### src/rtl/mdio_pkg.sv
package mdio_pkg;

   typedef enum logic [2:0] {
      FS_HUNT,
      FS_START,
      FS_OPCODE,
      FS_PHYAD,
      FS_REGAD,
      FS_TURN,
      FS_DATA,
      FS_SKIP
   } fstate_t;

   localparam logic [1:0] OPC_READ  = 2'b10;
   localparam logic [1:0] OPC_WRITE = 2'b01;

endpackage

### src/rtl/mdio_rx_history.sv
module mdio_rx_history #(
   parameter int HIST_W = 15
) (
   input  logic              clk,
   input  logic              rst_n,
   input  logic              bit_i,
   output logic [HIST_W-1:0] hist_o
);

   if (HIST_W < 1) begin : g_bad_width
      $error("mdio_rx_history: HIST_W must be at least 1");
   end

   // Holds the bits sampled at earlier edges; the newest is bit 0.
   if (HIST_W == 1) begin : g_single
      always_ff @(posedge clk or negedge rst_n) begin
         if (!rst_n) hist_o <= '0;
         else        hist_o <= bit_i;
      end
   end else begin : g_multi
      always_ff @(posedge clk or negedge rst_n) begin
         if (!rst_n) hist_o <= '0;
         else        hist_o <= {hist_o[HIST_W-2:0], bit_i};
      end
   end

endmodule

### src/rtl/mdio_frame_fsm.sv
module mdio_frame_fsm
   import mdio_pkg::*;
#(
   parameter int DATA_W   = 16,
   parameter int ADDR_W   = 5,
   parameter bit TA_CHECK = 1'b1
) (
   input  logic              clk,
   input  logic              rst_n,
   input  logic              bit_i,
   input  logic [DATA_W-2:0] hist_i,
   input  logic [ADDR_W-1:0] phy_addr_i,
   output fstate_t           state_o,
   output logic              rd_frame_o,
   output logic              tx_load_o,
   output logic              tx_shift_o,
   output logic              tx_stop_o,
   output logic [ADDR_W-1:0] reg_addr_o,
   output logic              wr_en_o,
   output logic [DATA_W-1:0] wr_data_o
);

   // Bits after a clause 45 start pattern: opcode, two address fields, turnaround, data.
   localparam int SKIP_C45  = 2 + 2 * ADDR_W + 2 + DATA_W;
   // Bits after the register address of a frame for another device.
   localparam int SKIP_MISS = 2 + DATA_W;
   localparam int CNT_W     = $clog2(SKIP_C45);

   if (ADDR_W < 2) begin : g_bad_addr
      $error("mdio_frame_fsm: ADDR_W must be at least 2");
   end
   if (DATA_W < ADDR_W) begin : g_bad_data
      $error("mdio_frame_fsm: DATA_W must not be below ADDR_W");
   end

   fstate_t           st;
   logic [CNT_W-1:0]  cnt;
   logic              rd_q;
   logic              hit_q;
   logic              last;
   logic              ta_fail;
   logic [1:0]        pair;
   logic [ADDR_W-1:0] field;

   assign last  = (cnt == '0);
   assign pair  = {hist_i[0], bit_i};
   assign field = {hist_i[ADDR_W-2:0], bit_i};

   if (TA_CHECK) begin : g_ta_check
      // Write turnaround must read 1 then 0.
      assign ta_fail = !rd_q && (last ? bit_i : !bit_i);
   end else begin : g_ta_free
      assign ta_fail = 1'b0;
   end

   assign tx_load_o  = rd_q && (st == FS_TURN) && !last;
   assign tx_shift_o = rd_q && (((st == FS_TURN) && last) || ((st == FS_DATA) && !last));
   assign tx_stop_o  = rd_q && (st == FS_DATA) && last;

   always_ff @(posedge clk or negedge rst_n) begin
      if (!rst_n) begin
         st         <= FS_HUNT;
         cnt        <= '0;
         rd_q       <= 1'b0;
         hit_q      <= 1'b0;
         reg_addr_o <= '0;
         wr_en_o    <= 1'b0;
         wr_data_o  <= '0;
      end else begin
         wr_en_o <= 1'b0;
         unique case (st)
            FS_HUNT: begin
               if (!bit_i) st <= FS_START;
            end
            FS_START: begin
               if (bit_i) begin
                  st  <= FS_OPCODE;
                  cnt <= CNT_W'(1);
               end else begin
                  st  <= FS_SKIP;
                  cnt <= CNT_W'(SKIP_C45 - 1);
               end
            end
            FS_OPCODE: begin
               if (!last) begin
                  cnt <= cnt - 1'b1;
               end else if (pair == OPC_READ || pair == OPC_WRITE) begin
                  rd_q <= (pair == OPC_READ);
                  st   <= FS_PHYAD;
                  cnt  <= CNT_W'(ADDR_W - 1);
               end else begin
                  st <= FS_HUNT;
               end
            end
            FS_PHYAD: begin
               if (!last) begin
                  cnt <= cnt - 1'b1;
               end else begin
                  hit_q <= (field == phy_addr_i);
                  st    <= FS_REGAD;
                  cnt   <= CNT_W'(ADDR_W - 1);
               end
            end
            FS_REGAD: begin
               if (!last) begin
                  cnt <= cnt - 1'b1;
               end else begin
                  reg_addr_o <= field;
                  if (hit_q) begin
                     st  <= FS_TURN;
                     cnt <= CNT_W'(1);
                  end else begin
                     st  <= FS_SKIP;
                     cnt <= CNT_W'(SKIP_MISS - 1);
                  end
               end
            end
            FS_TURN: begin
               if (ta_fail) begin
                  st <= FS_HUNT;
               end else if (last) begin
                  st  <= FS_DATA;
                  cnt <= CNT_W'(DATA_W - 1);
               end else begin
                  cnt <= cnt - 1'b1;
               end
            end
            FS_DATA: begin
               if (!last) begin
                  cnt <= cnt - 1'b1;
               end else begin
                  st <= FS_HUNT;
                  if (!rd_q) begin
                     wr_en_o   <= 1'b1;
                     wr_data_o <= {hist_i, bit_i};
                  end
               end
            end
            FS_SKIP: begin
               if (last) st <= FS_HUNT;
               else      cnt <= cnt - 1'b1;
            end
            default: st <= FS_HUNT;
         endcase
      end
   end

   assign state_o    = st;
   assign rd_frame_o = rd_q;

   a_r10_strobe_single: assert property (@(posedge clk) disable iff (!rst_n)
      wr_en_o |=> !wr_en_o);

   a_r3_no_strobe_on_read: assert property (@(posedge clk) disable iff (!rst_n)
      wr_en_o |-> !rd_q);

   a_r10_strobe_from_data: assert property (@(posedge clk) disable iff (!rst_n)
      $rose(wr_en_o) |-> $past(st) == FS_DATA);

endmodule

### src/rtl/mdio_read_shifter.sv
module mdio_read_shifter #(
   parameter int DATA_W = 16
) (
   input  logic              clk,
   input  logic              rst_n,
   input  logic              load_i,
   input  logic              shift_i,
   input  logic              stop_i,
   input  logic [DATA_W-1:0] data_i,
   output logic              mdio_o,
   output logic              mdio_oe
);

   if (DATA_W < 2) begin : g_bad_width
      $error("mdio_read_shifter: DATA_W must be at least 2");
   end

   logic [DATA_W-1:0] sh;

   always_ff @(posedge clk or negedge rst_n) begin
      if (!rst_n) begin
         sh      <= '0;
         mdio_o  <= 1'b0;
         mdio_oe <= 1'b0;
      end else if (stop_i) begin
         mdio_o  <= 1'b0;
         mdio_oe <= 1'b0;
      end else if (load_i) begin
         // Second turnaround bit time: drive a zero, hold the word.
         sh      <= data_i;
         mdio_o  <= 1'b0;
         mdio_oe <= 1'b1;
      end else if (shift_i) begin
         mdio_o <= sh[DATA_W-1];
         sh     <= {sh[DATA_W-2:0], 1'b0};
      end
   end

   a_r6_turn_drives_zero: assert property (@(posedge clk) disable iff (!rst_n)
      $rose(mdio_oe) |-> !mdio_o);

   a_r8_idle_level: assert property (@(posedge clk) disable iff (!rst_n)
      !mdio_oe |-> !mdio_o);

endmodule

### src/rtl/mdio_target.sv
module mdio_target
   import mdio_pkg::*;
#(
   parameter int DATA_W   = 16,
   parameter int ADDR_W   = 5,
   parameter bit TA_CHECK = 1'b1
) (
   input  logic              mdc,
   input  logic              rst_n,
   input  logic [ADDR_W-1:0] phy_addr_i,
   input  logic              mdio_i,
   output logic              mdio_o,
   output logic              mdio_oe,
   output logic [ADDR_W-1:0] reg_addr_o,
   input  logic [DATA_W-1:0] rd_data_i,
   output logic              wr_en_o,
   output logic [DATA_W-1:0] wr_data_o
);

   localparam int HIST_W = DATA_W - 1;

   logic [HIST_W-1:0] hist;
   fstate_t           state;
   logic              rd_frame;
   logic              tx_load;
   logic              tx_shift;
   logic              tx_stop;

   mdio_rx_history #(
      .HIST_W (HIST_W)
   ) u_hist (
      .clk    (mdc),
      .rst_n  (rst_n),
      .bit_i  (mdio_i),
      .hist_o (hist)
   );

   mdio_frame_fsm #(
      .DATA_W   (DATA_W),
      .ADDR_W   (ADDR_W),
      .TA_CHECK (TA_CHECK)
   ) u_fsm (
      .clk        (mdc),
      .rst_n      (rst_n),
      .bit_i      (mdio_i),
      .hist_i     (hist),
      .phy_addr_i (phy_addr_i),
      .state_o    (state),
      .rd_frame_o (rd_frame),
      .tx_load_o  (tx_load),
      .tx_shift_o (tx_shift),
      .tx_stop_o  (tx_stop),
      .reg_addr_o (reg_addr_o),
      .wr_en_o    (wr_en_o),
      .wr_data_o  (wr_data_o)
   );

   mdio_read_shifter #(
      .DATA_W (DATA_W)
   ) u_tx (
      .clk     (mdc),
      .rst_n   (rst_n),
      .load_i  (tx_load),
      .shift_i (tx_shift),
      .stop_i  (tx_stop),
      .data_i  (rd_data_i),
      .mdio_o  (mdio_o),
      .mdio_oe (mdio_oe)
   );

   a_r3_drive_reads_only: assert property (@(posedge mdc) disable iff (!rst_n)
      mdio_oe |-> rd_frame);

   a_r4_drive_window: assert property (@(posedge mdc) disable iff (!rst_n)
      mdio_oe |-> (state == FS_TURN || state == FS_DATA));

   a_r8_release_at_end: assert property (@(posedge mdc) disable iff (!rst_n)
      $fell(mdio_oe) |-> state == FS_HUNT);

   a_r10_no_strobe_while_driving: assert property (@(posedge mdc) disable iff (!rst_n)
      mdio_oe |-> !wr_en_o);

endmodule

### config.mk
export PLATFORM = sky130hd
export DESIGN_NAME = mdio_target
export DESIGN_NICKNAME = d
export VERILOG_FILES = /design/src/rtl/mdio_pkg.sv /design/src/rtl/mdio_rx_history.sv /design/src/rtl/mdio_frame_fsm.sv /design/src/rtl/mdio_read_shifter.sv /design/src/rtl/mdio_target.sv
export SDC_FILE = /design/constraint.sdc
export NUM_CORES = 1
export LEC_CHECK = 0
export ABC_AREA = 1
export ABC_CLOCK_PERIOD_IN_PS = 2000
export BUFFER_PORTS_ARGS = -buffer_cell sky130_fd_sc_hd__buf_2
export CAP_MARGIN = 10
export CORE_ASPECT_RATIO = 0.75
export CORE_MARGIN = 1
export CORE_UTILIZATION = 45
export DETAILED_ROUTE_END_ITERATION = 8
export PLACE_DENSITY = 0.73
export SYNTH_ARGS = -nofsm -noshare
export SYNTH_HDL_FRONTEND = slang
export SYNTH_SLANG_ARGS = --single-unit
### constraint.sdc
create_clock -name mdc -period 2 [get_ports mdc]
set_input_delay 0.4 -clock mdc [delete_from_list [all_inputs] [get_ports mdc]]
set_output_delay 0.4 -clock mdc [all_outputs]
set_load 0.01 [all_outputs]
**Word-level counts from Yosys, hierarchy flattened**

Index checks and enable logic that the tools add are counted.

- Register bits: 65
- Bits of input ports: 24
- Memory bits (writable): 0
- Memory bits (read-only): 0
- Memories kept: 0
- Bits in latches: 0
- Word-level logic and storage cells: 92
- Output and inout port bits: 24

- Div/mod/pow operators: 0
- Multipliers: 0
- Eq/ne operators: 19
- Shifts and indexed selects: 0
- Order comparisons: 0
- Multiplexer cells: 32
- $add $sub $neg: 1
- Reduce and logical (&&, ||, !) cells: 27
- Bitwise gates (word level): 2

Operators by type and width:

| operator | count |
|---|---|
| $mux W5 | 9 |
| $mux W16 | 2 |
| $pmux W5 S6 | 1 |
| $mux W3 | 8 |
| $pmux W3 S7 | 1 |
| $eq A3 B3 Y1 const B | 4 |
| $mux W1 | 9 |
| $logic_and A1 B1 Y1 | 8 |
| $ne A2 B1 Y1 const B | 4 |
| $eq A3 B2 Y1 const B | 2 |
| $ne A2 B2 Y1 const B | 3 |
| $reduce_and A2 Y1 | 3 |
| $reduce_and A3 Y1 | 2 |
| $reduce_and A6 Y1 | 1 |
| $reduce_bool A6 Y1 | 1 |
| $eq A5 B5 Y1 | 1 |
| $logic_not A5 Y1 | 1 |
| $sub A5 B1 Y5 const B | 1 |
| $mux W2 | 2 |
| $reduce_and A4 Y1 | 1 |
| $reduce_bool A2 Y1 | 2 |
| $eq A3 B1 Y1 const B | 1 |
| $logic_not A1 Y1 | 3 |
| $logic_not A3 Y1 | 1 |
| 8 further kinds | 10 |

**Logic depth before layout (Yosys ltp)**

- Depth after elaboration: 8
- Depth in mapped cells: 11

**Cells and area by module**

A second synthesis with hierarchy kept.

- Cells, all modules: 399
- Area, all modules: 3,151.8 sq um

Modules (own cells, without submodules):

| module | cells each | area an instance (sq um) | sequential area each (sq um) | instances |
|---|---|---|---|---|
| mdio_frame_fsm | 258 | 1,868.0 | 800.8 | 1 |
| mdio_read_shifter | 126 | 908.4 | 450.4 | 1 |
| mdio_rx_history | 15 | 375.4 | 375.4 | 1 |

**Worst setup path before layout**

OpenSTA, ideal clock, no wires.

- Path type: register -> register
- Start: reg u_fsm.cnt[0]
- End: reg u_fsm.reg_addr_o[1]
- Buffers on the path: 1
- Period minus slack after synthesis: 1.705 ns
- Setup slack: 0.295 ns
- Stages on the path, launching flop included: 7
- Arrival time: 1.580 ns
- Path through: dfrtp_1 > inv_1 > ha_1 > nand3_2 > buf_6 > nor2_2 > mux2_2

- Cells in the longest elaborated chain, start to end: 2

Ends and longest elaborated chain:

| element | RTL line | text |
|---|---|---|
| start, declared | mdio_frame_fsm.sv:37 | `logic [CNT_W-1:0] cnt;` |
| start signal, assigned | mdio_frame_fsm.sv:81 | `cnt <= CNT_W'(SKIP_C45 - 1);` |
| start signal, assigned | mdio_frame_fsm.sv:86 | `cnt <= cnt - 1'b1;` |
| start signal, assigned | mdio_frame_fsm.sv:90 | `cnt <= CNT_W'(ADDR_W - 1);` |
| $logic_not A5 Y1 | mdio_frame_fsm.sv:45 | `assign last = (cnt == '0);` |
| $reduce_and A2 Y1 (no source line) | n/a |  |
| end signal, assigned | mdio_frame_fsm.sv:108 | `reg_addr_o <= field;` |
| end, declared | mdio_frame_fsm.sv:18 | `output logic [ADDR_W-1:0] reg_addr_o,` |

Every way passes these cells.
A chain may end at the register's enable or synchronous reset.

**Worst setup path in the final report**

- Start: reg u_fsm.cnt[0]
- End: reg u_tx.sh[0]

- Cells in the longest elaborated chain, start to end: 7
- Elaborated cells on any way between the ends: 12
- Those cells by class: mux: 1; bitwise: 1; reduce/logical: 10

Ends and longest elaborated chain:

| element | RTL line | text |
|---|---|---|
| $logic_not A5 Y1 (*) | mdio_frame_fsm.sv:45 |  |
| $logic_not A1 Y1 | mdio_frame_fsm.sv:56, mdio_frame_fsm.sv:57 |  |
| $logic_and A1 B1 Y1 | mdio_frame_fsm.sv:57 | `assign tx_shift_o = rd_q && (((st == FS_TURN) && last) \|\| ((st == FS_DATA) && !last));` |
| $logic_or A1 B1 Y1 | mdio_frame_fsm.sv:57 |  |
| $logic_and A1 B1 Y1 | mdio_frame_fsm.sv:57 |  |
| $reduce_bool A2 Y1 (no source line) | n/a |  |
| $reduce_and A2 Y1 (no source line) | n/a |  |
| end signal, assigned | mdio_read_shifter.sv:30 | `sh <= data_i;` |
| end signal, assigned | mdio_read_shifter.sv:35 | `sh <= {sh[DATA_W-2:0], 1'b0};` |
| end, declared | mdio_read_shifter.sv:18 | `logic [DATA_W-1:0] sh;` |

Mark *: on every way between the ends. The rest lies on a longest branch, timed or not.

==> results.toml <==
[clock_tree]
clk_path_buf_depth = 2
cts_tree = "yes"
clkLatencyLatePin_ps = 350
numCtsBuffers = 9
ctsResizeCount = 0
cts_hold_buf = 0
cts_sinks = 65
path_clk_slew_ps = 80
htree_num_levels = 3
root_buffer = "clkbuf_8"
postCtsSetupRepairBufs = 0

[placed_design]
globalplace.congestion = 0.937
dp.cells = 490
io_buffers = 47
dp_hpwl_um = 4270
place_ws_ps = 66.7
post_dp_cell_area_um2 = 3340

[final_layout]
final_area_um2 = 3560
final_net_count = 446
fin_util_pct = 55.7
num_antenna_cells = 0
area_growth_pct = 18.0
drive_gt1_share_pct = 20.0
finalNonFillerCells = 506

[grt]
antenna_found_initial = 0
track_usage_pct = 19.8
grt_pass1_wl_um = 10500
grt_max_degree = 66
grt_pass1_vias = 2327
grt_overflow = 0

[logic_synthesis]
synth_top_area_cell = "dfrtp_1"
ys_warn_count = 0
synth_nets = 391
synth_cell_type_count = 29
synth_area_leaders = "dfrtp_1 (54%), nand2_1 (21%), nand3_1 (4.5%), inv_1 (2.6%), nor2_1 (2.1%)"
avgSynthCellArea_um2 = 8.26
synth_common_cells = "nand2_1 (172), dfrtp_1 (65), nand3_1 (27)"
synth-seq-area-share_pct = 54.0
syn_area_um2 = 3010
syn_inst = 365
yosysTopAreaCellShare_pct = 54.0
synth_seq_cells = 65
yosys.cell_count.top_type = "nand2_1"
yosys_most_used_dff = "dfrtp_1"
synth_edf_count = 0
async_reset_ff_share_pct = 100

[status]
status = "completed"

[sta]
rsz0062_at_grt = "no"
tns_ps = 0
setup_viol = 0
slew_violations = 0
tightest_slew_ps = 451
finalCriticalPeriod_ps = 1840
max_slew_margin_pct = 69.9
finalWorstSetupSlack_ps = 156
finalCritPeriodShare_pct = 92.2
finalHoldViolations = 0
whs_ps = 48.6
fmax_ghz = 0.542
finClkSkew_ps = 12.4

[critical_path]
reg2reg_from = "u_fsm.cnt[0]"
end_kind = "flip-flop"
slowest_delay_ps = 400
criticalPathCategory = "flip-flop to flip-flop"
cp_max_fo = 18
start_kind = "flip-flop"
cpMaxStageDelayCell = "dfrtp_1"
cp_cell_sequence = "inv_1 -> ha_1 -> nand3_4 -> nor2_2 -> inv_1 -> o21ai_1 -> nand2_4 -> nand2_4 -> o21ai_0"
rr_worst_depth = 9
worstPathArrival_ps = 2070
r2r-end = "u_tx.sh[0]"
reg2reg_slack_ps = 160
crit_required_ps = 2230

[routing]
met3_length_um = 409
top_layer_used = "met4"
antenna_left = 0
wl_um = 6350
first_pass_iters = 4
met2_length_um = 2910
avgViaCountPerCell = 4.92
drc = 0
drt_iter0_drc = 108
drt-met1-wl_um = 2980
vias = 2488
wire_per_inst_um = 12.5

[floorplan]
fp.dieW_um = 96.5
dieArea_um2 = 7030
pin_count = 48
rows = 25
start_util_pct = 47.2
fp.coreArea_um2 = 6380
die_h_um = 72.9

[power_and_ir_drop]
leakagePower_nw = 2.00
pwr_density_cell_nw_per_um2 = 1350
vdd_drop_max_uv = 592
p_total_mw = 4.82

[flow_run]
cap_violations = 0

[hold_path]
worstHoldPathType = "primary input to async pin"
[how the worst max path moves through the flow]
stage	startpoint	end
after floorplan	u_fsm.cnt[0]	u_fsm.reg_addr_o[1]
after global placement	u_fsm.cnt[0]	u_tx.sh[0]
after detailed placement	u_fsm.cnt[0]	u_tx.sh[0]
after CTS	u_fsm.cnt[0]	u_tx.sh[0]
after global routing	u_fsm.state_o[2]	u_fsm.cnt[2]
final	u_fsm.cnt[0]	u_tx.sh[0]
[layout make-up]
cell class / count / area, µm²
fill: 590 / 2830
tap: 81 / 101
clock buffer: 9 / 124
inverter: 23 / 88.8
multi-input combinational: 266 / 1230
sequential: 65 / 1630
timing repair buffer: 55 / 308
clock inverter: 7 / 77.6
[cells in the final DEF (no fill, tap or decap), types with 2 or more instances in the layout]
| cell | n |
|---|---|
| nor3_1 | 4 |
| o21ai_0 | 9 |
| clkbuf_8 | 9 |
| nand4_1 | 7 |
| nand2_1 | 172 |
| xnor2_1 | 4 |
| xor2_1 | 3 |
| dfrtp_1 | 65 |
| nand2_4 | 2 |
| ha_1 | 2 |
| mux2_2 | 4 |
| inv_1 | 21 |
| nand3_1 | 27 |
| nand3b_1 | 2 |
| clkinv_4 | 2 |
| buf_4 | 7 |
| buf_2 | 47 |
| nor2_2 | 2 |
| a21oi_1 | 4 |
| nor2_1 | 17 |
| inv_6 | 2 |
[worst max-delay path, delay by kind of cell, from the launching register on]
kind            cells  cell delay (ps)
flops               1              400
buf+inv             2              160
simple gates        4              690
compound gates      2              230
fa+ha+maj           1              230
[flip-flops by register name (all words and copies together) (netlist names), 3 cells and up]
name and cells:
u_fsm.state_o 3, u_hist.hist_o 15, u_fsm.reg_addr_o 5, u_fsm.cnt 5, u_tx.sh 16, u_fsm.wr_data_o 16
[power breakdown]
part	internal, mW	total [mW]	switching (mW)	leakage (nW)
sequential	1.64	1.91	0.271	0.821
combinational	0.667	1.78	1.11	1.08
clock	0.585	1.13	0.542	0.100
total	2.90	4.82	1.92	2.00
[metal layers]
layer | GRT usage [%] | up-vias
li1 | - | 1259
met4 | 5.88 | 0
met3 | 7.19 | 6
met1 | 26.9 | 1154
met5 | 0 | -
met2 | 29.8 | 69
[kinds of logic after synthesis]
kind of cell	count (synthesis)	synth area share, %
fa+ha+maj	2	0.830
simple gates	237	33.2
buf+inv	34	5.65
mux	4	1.49
flops	65	54.0
compound gates	16	2.82
xor+xnor	7	2.03
Note: power is estimated with default switching activity, not from simulation.
